### config.mk
export PLATFORM = sky130hd
export DESIGN_NAME = modal_sync_fifo
export DESIGN_NICKNAME = d
export VERILOG_FILES = /design/src/rtl/msf_pkg.sv /design/src/rtl/msf_mode_latch.sv /design/src/rtl/msf_store.sv /design/src/rtl/msf_out_stage.sv /design/src/rtl/modal_sync_fifo.sv
export SDC_FILE = /design/constraint.sdc
export NUM_CORES = 1
export LEC_CHECK = 0
export BUFFER_PORTS_ARGS = -buffer_cell sky130_fd_sc_hd__buf_2
export CAP_MARGIN = 20
export CORE_ASPECT_RATIO = 1.25
export CORE_MARGIN = 3
export CORE_UTILIZATION = 60
export DETAILED_ROUTE_END_ITERATION = 12
export PLACE_DENSITY = 0.78
export SETUP_SLACK_MARGIN = 0.2
export SLEW_MARGIN = 20
export SYNTH_ARGS = -nofsm -noshare
export SYNTH_HDL_FRONTEND = slang
export SYNTH_SLANG_ARGS = --single-unit
### constraint.sdc
create_clock -name clk -period 12.9 [get_ports clk]
set_input_delay 1.935 -clock clk [delete_from_list [all_inputs] [get_ports clk]]
set_output_delay 1.935 -clock clk [all_outputs]
set_load 0.05 [all_outputs]
### src/rtl/msf_pkg.sv
package msf_pkg;
   typedef enum logic [0:0] {
      MSF_STD  = 1'b0,
      MSF_FWFT = 1'b1
   } msf_mode_e;
endpackage

### src/rtl/msf_mode_latch.sv
module msf_mode_latch
   import msf_pkg::*;
(
   input  logic      clk,
   input  logic      rst_n,
   input  logic      sel_n,
   output msf_mode_e mode,
   output logic      locked
);
   always_ff @(posedge clk or negedge rst_n) begin
      if (!rst_n) begin
         mode   <= MSF_STD;
         locked <= 1'b0;
      end else if (!locked) begin
         mode   <= sel_n ? MSF_STD : MSF_FWFT;
         locked <= 1'b1;
      end
   end


   mode_hold_chk: assert property (@(posedge clk) disable iff (!rst_n)
      locked |=> (locked && $stable(mode)));
endmodule

### src/rtl/msf_store.sv
module msf_store #(
   parameter int DATA_W = 36,
   parameter int DEPTH  = 16
) (
   input  logic              clk,
   input  logic              rst_n,
   input  logic              push,
   input  logic [DATA_W-1:0] push_data,
   input  logic              pop,
   output logic [DATA_W-1:0] pop_data,
   output logic              is_empty,
   output logic              is_full
);
   localparam int AW = (DEPTH > 1) ? $clog2(DEPTH) : 1;
   localparam int CW = $clog2(DEPTH + 1);
   localparam logic [AW-1:0] LAST = AW'(DEPTH - 1);

   logic [DATA_W-1:0] mem [DEPTH];
   logic [AW-1:0]     wptr, rptr, wnext, rnext;
   logic [CW-1:0]     cnt;

   generate
      if ((DEPTH & (DEPTH - 1)) == 0) begin : g_pow2_wrap
         always_comb begin
            wnext = wptr + 1'b1;
            rnext = rptr + 1'b1;
         end
      end else begin : g_cmp_wrap
         always_comb begin
            wnext = (wptr == LAST) ? '0 : wptr + 1'b1;
            rnext = (rptr == LAST) ? '0 : rptr + 1'b1;
         end
      end
   endgenerate

   always_ff @(posedge clk) begin
      if (push) mem[wptr] <= push_data;
   end

   always_ff @(posedge clk or negedge rst_n) begin
      if (!rst_n) begin
         wptr <= '0;
         rptr <= '0;
         cnt  <= '0;
      end else begin
         if (push) wptr <= wnext;
         if (pop)  rptr <= rnext;
         case ({push, pop})
            2'b10:   cnt <= cnt + 1'b1;
            2'b01:   cnt <= cnt - 1'b1;
            default: cnt <= cnt;
         endcase
      end
   end

   assign pop_data = mem[rptr];
   assign is_empty = (cnt == '0);
   assign is_full  = (cnt == CW'(DEPTH));


   no_overflow_chk: assert property (@(posedge clk) disable iff (!rst_n)
      push |-> !is_full);

   no_underflow_chk: assert property (@(posedge clk) disable iff (!rst_n)
      pop |-> !is_empty);

   count_bound_chk: assert property (@(posedge clk) disable iff (!rst_n)
      cnt <= CW'(DEPTH));
endmodule

### src/rtl/msf_out_stage.sv
module msf_out_stage
   import msf_pkg::*;
#(
   parameter int DATA_W = 36
) (
   input  logic              clk,
   input  logic              rst_n,
   input  msf_mode_e         mode,
   input  logic              locked,
   input  logic              wr_en,
   input  logic [DATA_W-1:0] wr_data,
   input  logic              rd_en,
   input  logic              st_empty,
   input  logic              st_full,
   input  logic [DATA_W-1:0] st_rdata,
   output logic              push,
   output logic              pop,
   output logic [DATA_W-1:0] rd_data,
   output logic              in_rdy,
   output logic              out_rdy,
   output logic              empty,
   output logic              full
);
   logic std_on, ft_on, wr_acc, std_rd, take, bypass, ovalid;

   always_comb begin
      std_on = locked && (mode == MSF_STD);
      ft_on  = locked && (mode == MSF_FWFT);
      wr_acc = locked && wr_en && !st_full;
      std_rd = std_on && rd_en && !st_empty;
      take   = ft_on && (!ovalid || rd_en);
      bypass = take && st_empty && wr_acc;
      pop    = std_rd || (take && !st_empty);
      push   = wr_acc && !bypass;
   end

   always_ff @(posedge clk or negedge rst_n) begin
      if (!rst_n) begin
         rd_data <= '0;
         ovalid  <= 1'b0;
      end else if (std_rd) begin
         rd_data <= st_rdata;
      end else if (take) begin
         if (!st_empty) begin
            rd_data <= st_rdata;
            ovalid  <= 1'b1;
         end else if (bypass) begin
            rd_data <= wr_data;
            ovalid  <= 1'b1;
         end else begin
            ovalid  <= 1'b0;
         end
      end
   end

   assign in_rdy  = ft_on && !st_full;
   assign out_rdy = ft_on && ovalid;
   assign empty   = std_on && st_empty;
   assign full    = std_on && st_full;


   ft_hold_chk: assert property (@(posedge clk) disable iff (!rst_n)
      (out_rdy && !rd_en) |=> (out_rdy && $stable(rd_data)));

   std_hold_chk: assert property (@(posedge clk) disable iff (!rst_n)
      (std_on && !(rd_en && !empty)) |=> $stable(rd_data));

   flag_excl_chk: assert property (@(posedge clk) disable iff (!rst_n)
      !((in_rdy || out_rdy) && (empty || full)));
endmodule

### src/rtl/modal_sync_fifo.sv
module modal_sync_fifo
   import msf_pkg::*;
#(
   parameter int DATA_W = 36,
   parameter int DEPTH  = 16
) (
   input  logic              clk,
   input  logic              rst_n,
   input  logic              mode_sel_n,
   input  logic              wr_en,
   input  logic [DATA_W-1:0] wr_data,
   input  logic              rd_en,
   output logic [DATA_W-1:0] rd_data,
   output logic              in_rdy,
   output logic              out_rdy,
   output logic              empty,
   output logic              full
);
   generate
      if (DEPTH < 2) begin : g_bad_depth
         $error("modal_sync_fifo: DEPTH must be at least 2");
      end
      if (DATA_W < 1) begin : g_bad_width
         $error("modal_sync_fifo: DATA_W must be positive");
      end
   endgenerate

   msf_mode_e         mode;
   logic              locked, push, pop, st_empty, st_full;
   logic [DATA_W-1:0] st_rdata;

   msf_mode_latch u_mode (
      .clk    (clk),
      .rst_n  (rst_n),
      .sel_n  (mode_sel_n),
      .mode   (mode),
      .locked (locked)
   );

   msf_store #(.DATA_W(DATA_W), .DEPTH(DEPTH)) u_store (
      .clk       (clk),
      .rst_n     (rst_n),
      .push      (push),
      .push_data (wr_data),
      .pop       (pop),
      .pop_data  (st_rdata),
      .is_empty  (st_empty),
      .is_full   (st_full)
   );

   msf_out_stage #(.DATA_W(DATA_W)) u_out (
      .clk      (clk),
      .rst_n    (rst_n),
      .mode     (mode),
      .locked   (locked),
      .wr_en    (wr_en),
      .wr_data  (wr_data),
      .rd_en    (rd_en),
      .st_empty (st_empty),
      .st_full  (st_full),
      .st_rdata (st_rdata),
      .push     (push),
      .pop      (pop),
      .rd_data  (rd_data),
      .in_rdy   (in_rdy),
      .out_rdy  (out_rdy),
      .empty    (empty),
      .full     (full)
   );


   idle_before_lock_chk: assert property (@(posedge clk) disable iff (!rst_n)
      !locked |-> !(push || pop));
endmodule

==> qor.txt <==
worst min path class - flip-flop to flip-flop
post-synth top area share - 71.3%
DRT iter0 DRCs - 1306
hold_sp - u_out.rd_data[27]
Area after DPL - 25200 um^2
gpl congestion - 0.742
Reg power frac - 42.9%
H-tree depth reported by CTS - 2
Final Hold Fails - 0
DRC viols - 0
net count after synthesis - 1214
Internal - 4.17 mW
CP max FO - 41
pin count of the biggest net entering global routing - 71
Routed WL - 52.1 mm
GRT Total Usage - 25.3%
Leakage - 9.10 nW
Synth area leaders - edfxtp_1 71%, mux4_2 13%, dfrtp_1 5.4%, a22oi_1 2.2%, a221o_1 1.5%
Post-Synth Adder-Cell Area - 0.412%
share of cells above drive strength 1 - 27.9%
die width - 186 um
max_cap viols - 0
outcome - complete, no violations
depth of the worst hold-timing path - 1
number of global-route vias before repair - 13100
final instance area - 27300 um^2
Total Power - 5.95 mW
Worst VDD drop - 0.149 mV
Slew Limit Fails - 0
post-synthesis simple-gate area fraction - 2.82%
via/cell ratio - 6.67
worst r2r src - u_store.cnt[2]
router iterations before antenna repair - 5
ys async rst share - 8.28%
Clock transition at path regs - 0.06 ns
slew margin rel. - 25.1%
area share of xor/xnor cells in the synthesized design - 0.433%
clock latency on the worst-skew pair - 0.58 ns
vias after detailed routing - 12000
CP arrival - 2.78 ns
DR WL/cell - 29.0 um
final period demand of the worst path - 4.71 ns
Mapped Cells - 1165
TritonCTS buffer count - 56
unrepaired setup endpoints after global routing - no
Yosys top cell by area - edfxtp_1
Clock Tree Buf Depth - 3
row cnt - 81
Startpoint Class - flip-flop
hold_buf cts - 0
initial core utilization - 61.4%
fin crit share - 36.5%
Port-buffer cells - 80
area of the mapped netlist - 24300 um^2
R2R setup slack - 8.81 ns
global-route wire length before repair - 80.1 mm
# setup viols final - 0
Post-Layout Cell Count - 1794
largest family of logic cells by synthesized area - multiplexers
Clock power frac - 30.5%
ant diodes - 0
post-synthesis sequential element count - 628
Nets - 1299
die footprint - 42900 um^2
Worst Hold End - u_out.rd_data[27]
Synth Area in Compound Gates - 4.11%
R2R cell count - 10
setup TNS - 0 ns
Core Box Area - 39500 um^2
CTS tree - built
Top Ports - 81
Comb power frac - 26.6%
Pwr Density - 218 nW/um^2
grt total ovfl - 0
Post-synth top flop - edfxtp_1
WS Path Type - flip-flop to output port
worst r2r dst - u_store.cnt[4]
Switching Fraction - 29.9%
post-synth cell types - 37
Post-synth EDFFs - 576
Setup crit end kind - output port
average size of a mapped cell - 20.8 um^2
Clock Tree Root - clkbuf_16
mux share of post-synthesis cell area - 13.5%
f_max - 0.212 GHz
Layout Skew - 0.0130 ns
post-synthesis sequential area ratio - 76.6%
Required @ worst endpoint - 10.97 ns
Syn. warnings - 0
Post-DRT Antenna Nets - 0
final core occ - 69.0%
HPWL reported at the end of detailed placement - 26.5 mm
setup bufs post-CTS - 0
Net Switching - 1.78 mW
CTS sink cnt - 628
PostCTS Resize Cnt - 0
initial antenna violation count - 2
Area Growth Syn to Fin - 12.4%
overall die height - 231 um
Worst-Margin Slew - 1.12 ns
Placed Cells - 1689
==> metal layers <==
metal,wire length (um),track usage (%)
met5,31,0
met4,1840,10.5
met3,3420,3.64
met2,27400,42.7
met1,19400,33.7
==> logic make-up after synthesis <==
group | Yosys count
AO/OA/AOI/OAI | 123
XOR/XNOR | 12
adder cells (fa/ha/maj) | 8
buffers and inverters | 116
flip-flops | 628
multiplexers | 146
other | 1
AND/OR/NAND/NOR | 131
==> cells in the mapped netlist, drive strengths merged, types with 5 or more instances <==
library cell	instances
and3	7
nor4	37
inv	40
edfxtp	576
nand2	42
a221o	36
xor2	6
nor2b	8
nand3	11
nor2	11
a22oi	72
buf	42
a21oi	5
dfrtp	52
ha	8
nor3	5
mux4	144
xnor2	6
clkbuf	34
==> worst max-delay path by stage <==
stage,startpoint,to,slack [ns],depth (start not counted)
after floorplan,wr_en,u_store.mem[3][0],7.44,4
after detailed placement,rd_en,u_store.cnt[4],8.13,11
after global placement,rd_en,u_store.cnt[4],8.24,11
after CTS,u_store.cnt[2],empty,8.19,4
final,u_store.cnt[2],empty,8.19,4
after global routing,u_store.cnt[2],empty,8.02,4
==> per-stage QoR <==
stage | hold WS [ns] | worst slack [ns]
floorplan | 0.462 | 7.44
global placement | 0.499 | 8.24
detailed placement | 0.506 | 8.13
CTS | 0.520 | 8.19
global route | 0.540 | 8.02
finish | 0.524 | 8.19
==> flip-flops by register name, summed over array words and instances, names as in the netlist <==
name,cells
u_store.mem,576
u_store.cnt,5
u_mode.mode,1
u_out.ovalid,1
u_store.rptr,4
u_mode.locked,1
u_out.rd_data,36
u_store.wptr,4
==> cell usage in the layout (no fill, tap or decap), types with 4 or more instances in the layout <==
cell type / count
nor2_1: 6
a22oi_1: 72
xor2_1: 6
buf_2: 80
xnor2_1: 6
a221o_1: 36
nor2_4: 5
clkbuf_1: 13
inv_1: 40
clkinv_1: 5
bufinv_16: 13
ha_1: 8
nand2_1: 42
dfrtp_1: 50
a21oi_1: 5
nor4_1: 36
clkbuf_8: 6
mux4_2: 144
buf_4: 21
nand3_1: 11
nor2b_4: 5
clkbuf_16: 57
nor3_2: 4
edfxtp_1: 576
clkinv_2: 7
==> worst max-delay path, cell delays in order (launching register included) <==
cell,delay [ns]
dfrtp_1,0.48
nor4_4,0.46
nand2b_2,0.70
nor2_1,0.27
buf_2,0.29
==> layout make-up <==
type                       count  area, um^2
multi-input combinational    421        5270
inverter                      40         150
tap                          498         623
clock buffer                  76        1560
timing repair buffer         103         597
fill                        2313       12300
sequential                   628       18600
clock inverter                28         469
==> power groups by stage <==
stage | logic [mW] | registers, mW | clock network [mW]
after floorplan | 1.06 | 2.67 | 0
after global placement | 1.50 | 2.62 | 0
after detailed placement | 1.53 | 2.62 | 0
after CTS | 1.56 | 2.58 | 1.83
after global routing | 1.69 | 2.57 | 1.91
final | 1.58 | 2.55 | 1.81
No activity file was read; power rests on OpenSTA's default activity.
